**src/rtl/flash_dma.sv**
```systemverilog
module flash_dma #(
  parameter int          FA_W     = 24,
  parameter int          MA_W     = 24,
  parameter int          LEN_W    = 12,
  parameter logic [31:0] MEM_BASE = 32'h8000_0000
) (
  input  logic        clk,
  input  logic        rst_n,
  input  logic        reg_wr,
  input  logic [4:0]  reg_addr,
  input  logic [31:0] reg_wdata,
  output logic [31:0] reg_rdata,
  output logic        fl_req,
  output logic        fl_we,
  output logic [31:0] fl_addr,
  output logic [31:0] fl_wdata,
  input  logic        fl_ack,
  input  logic [31:0] fl_rdata,
  output logic        mem_req,
  output logic        mem_we,
  output logic [31:0] mem_addr,
  output logic [31:0] mem_wdata,
  input  logic        mem_ack,
  input  logic [31:0] mem_rdata,
  output logic        cal_active,
  output logic [3:0]  cal_clk_div,
  output logic [3:0]  cal_delay,
  output logic        irq
);

  localparam logic [2:0] A_CTRL = 3'd0, A_STAT = 3'd1, A_FADR = 3'd2,
                         A_MADR = 3'd3, A_LEN  = 3'd4, A_SUM  = 3'd5;

  logic             dir_q, ck_q, cal_q, ie_q;
  logic [3:0]       div_q, dly_q;
  logic [FA_W-1:2]  fa_q, wfa;
  logic [MA_W-1:2]  ma_q, wma;
  logic [LEN_W-1:0] len_q, left;
  logic [31:0]      buf_q, sum_q;
  logic             busy_q, done_q, ph_q;

  wire [2:0] idx     = reg_addr[4:2];
  wire       wr_ctrl = reg_wr && idx == A_CTRL;
  wire       start   = wr_ctrl && reg_wdata[0] && !busy_q;
  wire       stop    = wr_ctrl && !reg_wdata[0] && busy_q;
  wire       unused_w = ^{reg_wdata, reg_addr[1:0]};

  wire to_flash  = dir_q && !ck_q;
  wire rd_ack    = !ph_q && (to_flash ? mem_ack : fl_ack);
  wire [31:0] rd_data = to_flash ? mem_rdata : fl_rdata;
  wire wr_ack    = ph_q && (to_flash ? fl_ack : mem_ack);
  wire step      = busy_q && (ck_q ? rd_ack : wr_ack);
  wire last      = left == LEN_W'(1);

  assign fl_req    = busy_q && (ph_q ? to_flash : !to_flash);
  assign fl_we     = busy_q && ph_q && to_flash;
  assign mem_req   = busy_q && (ph_q ? !to_flash : to_flash);
  assign mem_we    = busy_q && ph_q && !to_flash;
  assign fl_addr   = {{(32-FA_W){1'b0}}, wfa, 2'b00};
  assign mem_addr  = MEM_BASE + {{(32-MA_W){1'b0}}, wma, 2'b00};
  assign fl_wdata  = buf_q;
  assign mem_wdata = buf_q;

  assign cal_active  = busy_q && cal_q;
  assign cal_clk_div = cal_active ? div_q : 4'd0;
  assign cal_delay   = cal_active ? dly_q : 4'd0;
  assign irq         = done_q && ie_q;

  always_comb begin
    case (idx)
      A_CTRL:  reg_rdata = {19'd0, ie_q, dly_q, div_q, cal_q, ck_q, dir_q, busy_q};
      A_STAT:  reg_rdata = {30'd0, busy_q, done_q};
      A_FADR:  reg_rdata = {{(32-FA_W){1'b0}}, fa_q, 2'b00};
      A_MADR:  reg_rdata = {{(32-MA_W){1'b0}}, ma_q, 2'b00};
      A_LEN:   reg_rdata = {{(32-LEN_W){1'b0}}, len_q};
      A_SUM:   reg_rdata = sum_q;
      default: reg_rdata = 32'd0;
    endcase
  end

  always_ff @(posedge clk or negedge rst_n) begin
    if (!rst_n) begin
      {dir_q, ck_q, cal_q, ie_q} <= '0;
      div_q <= '0;
      dly_q <= '0;
      fa_q  <= '0;
      ma_q  <= '0;
      len_q <= '0;
    end else if (reg_wr) begin
      if (idx == A_CTRL && (!busy_q || !reg_wdata[0])) begin
        dir_q <= reg_wdata[1];
        ck_q  <= reg_wdata[2];
        cal_q <= reg_wdata[3];
        div_q <= reg_wdata[7:4];
        dly_q <= reg_wdata[11:8];
        ie_q  <= reg_wdata[12];
      end
      if (idx == A_FADR) fa_q  <= reg_wdata[FA_W-1:2];
      if (idx == A_MADR) ma_q  <= reg_wdata[MA_W-1:2];
      if (idx == A_LEN)  len_q <= reg_wdata[LEN_W-1:0];
    end
  end

  always_ff @(posedge clk or negedge rst_n) begin
    if (!rst_n) begin
      busy_q <= 1'b0;
      done_q <= 1'b0;
      ph_q   <= 1'b0;
      wfa    <= '0;
      wma    <= '0;
      left   <= '0;
      buf_q  <= '0;
      sum_q  <= '0;
    end else begin
      if (reg_wr && idx == A_STAT && reg_wdata[0]) done_q <= 1'b0;
      if (start) begin
        wfa   <= fa_q;
        wma   <= ma_q;
        left  <= len_q;
        sum_q <= '0;
        ph_q  <= 1'b0;
        if (len_q == '0) done_q <= 1'b1;
        else begin
          busy_q <= 1'b1;
          done_q <= 1'b0;
        end
      end else if (stop) begin
        busy_q <= 1'b0;
        ph_q   <= 1'b0;
      end else if (busy_q) begin
        if (rd_ack) begin
          sum_q <= sum_q + rd_data;
          buf_q <= rd_data;
          if (!ck_q) ph_q <= 1'b1;
        end
        if (step) begin
          wfa  <= wfa + 1'b1;
          wma  <= wma + 1'b1;
          left <= left - 1'b1;
          ph_q <= 1'b0;
          if (last) begin
            busy_q <= 1'b0;
            done_q <= 1'b1;
          end
        end
      end
    end
  end

endmodule

```
**config.mk**
```make
export PLATFORM = sky130hd
export DESIGN_NAME = flash_dma
export DESIGN_NICKNAME = d
export VERILOG_FILES = /design/src/rtl/flash_dma.sv
export SDC_FILE = /design/constraint.sdc
export NUM_CORES = 1
export LEC_CHECK = 0
export BUFFER_PORTS_ARGS = -buffer_cell sky130_fd_sc_hd__buf_2
export CORE_AREA = 2 2 186 188
export DETAILED_ROUTE_END_ITERATION = 12
export DIE_AREA = 0 0 188 190
export GPL_TIMING_DRIVEN = 0
export SYNTH_ARGS = -nofsm -noshare
export SYNTH_HDL_FRONTEND = slang
export SYNTH_SLANG_ARGS = --single-unit
```
**constraint.sdc**
```tcl
create_clock -name clk -period 8 [get_ports clk]
set_input_delay 1.6 -clock clk [delete_from_list [all_inputs] [get_ports clk]]
set_output_delay 1.6 -clock clk [all_outputs]
set_load 0.01 [all_outputs]
```
==> qor.yml <==
yosys:
  synth_top_family_by_area: "simple AND/OR/NAND/NOR gates"
  netlist_area_um2: 11700
  synthMuxAreaShare_pct: 12.3
  synth.area.top_cells: "dfrtp_1, mux2_2, nand2_1"
  yosysWarningCount: 0
  yosysTopAreaCell: "dfrtp_1"
  synth_most_common_cell: "nand2_1"
  synth-xor-area-share_pct: 5.93
  yosysTopAreaCellShare_pct: 41.0
  synth_enable_flop_cells: 0
  synth-seq-cells: 191
  async_reset_ff_share_pct: 100
  synthAdderAreaFrac_pct: 4.68
  synth_commonest_cells: "nand2_1, dfrtp_1, mux2_2, nand3_1, o21ai_0"
  synth_compound_area_share_pct: 12.1
  synth.distinct_cells: 67
  syn_avg_cell_area_um2: 9.36
  synth_flop_cell: "dfrtp_1"
  synth-simple-area-share_pct: 17.9
  synthCells: 1246
  synth_seq_area_share_pct: 41.0
finish:
  syn_to_final_growth_pct: 21.5
  fin_cells: 2003
  drive_gt1_share_pct: 29.9
  design_area_um2: 14200
  fin_nets: 1682
  fillers: 3401
sta:
  max_slew_margin_pct: 33.1
  finalCritPeriodShare_pct: 67.1
  finalSetupTns_ns: 0
  finalSetupViolCount: 0
  final_hold_viol_count: 0
  fmaxAchievable_mhz: 186
  worst_slack_ns: 2.63
  max_slew.worst_pin.slew_ns: 0.998
  min_period_ns: 5.37
  skew_ns: 0.0108
  maxSlewViolCount: 0
  hold_slack_ns: 0.479
  rsz0062_at_grt: "no"
worst_setup_path:
  ff2ff_path_depth: 14
  cp_max_fo: 10
  r2r_end: "sum_q[29]$_DFFE_PN0P_"
  cp.buffers_inverters: 5
  path_cells: "buf_2, buf_1, nor2b_1, clkbuf_1, and2_1, clkbuf_1, nand2_1, o21ai_0, buf_2"
  worstPathArrival_ns: 3.77
  required_ns: 6.40
  cp-endpoint: "reg_rdata[15]"
  critical-path-top-delay-family: "buffers and inverters"
  cp-start-kind: "input port"
  cpPeakStageDelay_ns: 0.51
  crit_cells: 9
  r2r_setup_slack_ns: 3.31
  cp_slowest_cell: "buf_1"
  crit_type: "in2out"
  reg2reg_from: "ck_q$_DFFE_PN0P_"
  end_kind: "primary output"
  cp-startpoint: "reg_addr[2]"
place:
  dp_hpwl_um: 28900
  gp_congestion: 0.894
  placed_cells: 1969
  dpl_cell_area_um2: 13600
  placement.io_buffers: 249
  pre_cts_ws_ns: 2.62
clock_network:
  clkSinkCount: 191
  cts_tree: "done"
  clock-root-buffer: "clkbuf_16"
  clock_latency_ns: 0.45
  cts_resized: 0
  cts_max_path_buffers: 2
  post_cts_buffers: 0
  cts_max_level: 4
  cts_buffers: 17
  cts_hold_buf: 0
  clk_pin_slew_ns: 0.07
die:
  rows: 68
  dieArea_um2: 35700
  die_width_um: 188
  start_util_pct: 34.4
  die_h_um: 190
  core_um2: 33900
  io_pins: 280
power:
  powerDensity_nw_per_um2: 333
  irDropWorstVdd_mv: 0.177
  seqPwrFrac_pct: 35.6
  power.share.switching_pct: 42.3
  combPwrFrac_pct: 46.0
  p_leak_nw: 6.75
  internal-power_w: 0.00272
  pwr-share-clk_pct: 18.4
  switching_power_w: 0.00199
drt:
  drcViolationCount: 0
  avgViaCountPerCell: 5.08
  totalWireLength_um: 37400
  dr.first_iter.drc_count: 585
  firstDrtPassIters: 5
  wl_per_cell_um: 18.7
  vias: 10170
  postRouteAntennaNets: 0
grt:
  grt_overflow: 0
  track_usage_pct: 20.9
  antenna_found_initial: 4
  grt_max_degree: 120
  grt_pass1_vias: 9843
  grt_pass1_wl_um: 57400
status:
  status: "finished, final reports clean"
run:
  drv_cap: 0
worst_hold_path:
  min_path_type: "reg2reg"
[power groups by stage]
stage | clock network [W] | registers, W | logic (W)
floorplan | 0 | 0.00165 | 0.00144
global placement | 0 | 0.00168 | 0.00213
detailed placement | 0 | 0.00170 | 0.00216
CTS | 0.000890 | 0.00168 | 0.00218
global route | 0.000924 | 0.00173 | 0.00242
finish | 0.000869 | 0.00168 | 0.00217
[sequential cells by signal (all words and copies together), names as in the netlist, 4 cells and up]
name,cells
left,12
fl_wdata,32
div_q,4
fa_q,22
wma,22
dly_q,4
sum_q,32
ma_q,22
wfa,22
len_q,12
[area by class of cell]
| cell class | instances | area, um2 | area share [%] |
|---|---|---|---|
| multi-input combinational | 940 | 6240 | 44.1 |
| buffer | 119 | 656 | 4.63 |
| clock buffer | 19 | 443 | 3.13 |
| tap | 455 | 569 | 4.02 |
| clock inverter | 13 | 138 | 0.971 |
| timing repair buffer | 250 | 1280 | 9.06 |
| antenna | 2 | 5.00 | 0.0353 |
| inverter | 14 | 52.6 | 0.371 |
| sequential | 191 | 4780 | 33.7 |
[cell families after synthesis]
| family | count (synthesis) |
|---|---|
| buffers and inverters | 133 |
| other | 2 |
| flip-flops | 191 |
| AND/OR/NAND/NOR | 438 |
| multiplexers | 128 |
| AO/OA/AOI/OAI | 232 |
| XOR/XNOR | 79 |
| adder cells (fa/ha/maj) | 43 |
[worst min path at each step]
stage	start	endpoint	slack, ns	cells past startpoint
after floorplan	sum_q[31]$_DFFE_PN0P_	sum_q[31]$_DFFE_PN0P_	0.44	1
after global placement	sum_q[31]$_DFFE_PN0P_	sum_q[31]$_DFFE_PN0P_	0.46	1
after detailed placement	sum_q[31]$_DFFE_PN0P_	sum_q[31]$_DFFE_PN0P_	0.47	1
after CTS	sum_q[31]$_DFFE_PN0P_	sum_q[31]$_DFFE_PN0P_	0.48	1
after global routing	sum_q[31]$_DFFE_PN0P_	sum_q[31]$_DFFE_PN0P_	0.51	1
final	sum_q[31]$_DFFE_PN0P_	sum_q[31]$_DFFE_PN0P_	0.48	1
[layout by cell type (no fill, tap or decap), types with 9 or more instances in the layout]
| cell | count |
|---|---|
| o221ai_1 | 11 |
| xnor2_1 | 33 |
| dfrtp_1 | 191 |
| nor3_1 | 12 |
| clkbuf_16 | 17 |
| buf_1 | 19 |
| and4_1 | 9 |
| and3_1 | 29 |
| a21oi_1 | 36 |
| buf_2 | 256 |
| a21o_1 | 12 |
| mux2i_1 | 27 |
| nor2_1 | 38 |
| nand3_1 | 60 |
| and2_1 | 11 |
| a22oi_1 | 10 |
| nand2_1 | 221 |
| conb_1 | 20 |
| xor2_1 | 46 |
| o21ai_0 | 57 |
| buf_4 | 53 |
| a31oi_1 | 12 |
| o21ai_1 | 55 |
| nand4_1 | 19 |
| mux2_2 | 99 |
| ha_1 | 42 |
| clkbuf_1 | 40 |
| inv_1 | 12 |
[metal layers]
layer	share of wire (%)	wire length (um)	vias to the layer above	track usage, %
met3	4.3	1610	56	3.43
met2	46	17400	265	33.0
li1	-	-	4905	-
met1	46	17400	4940	28.8
met4	2.7	1030	4	8.03
met5	0.077	29	-	0
[per-stage QoR]
stage | power (W) | utilization (%)
floorplan | 0.00309 | -
global placement | 0.00382 | 39.9
detailed placement | 0.00386 | 40.0
CTS | 0.00475 | 41.7
global route | 0.00508 | 41.7
finish | 0.00471 | 41.7
No activity file was read; power rests on OpenSTA's default activity.
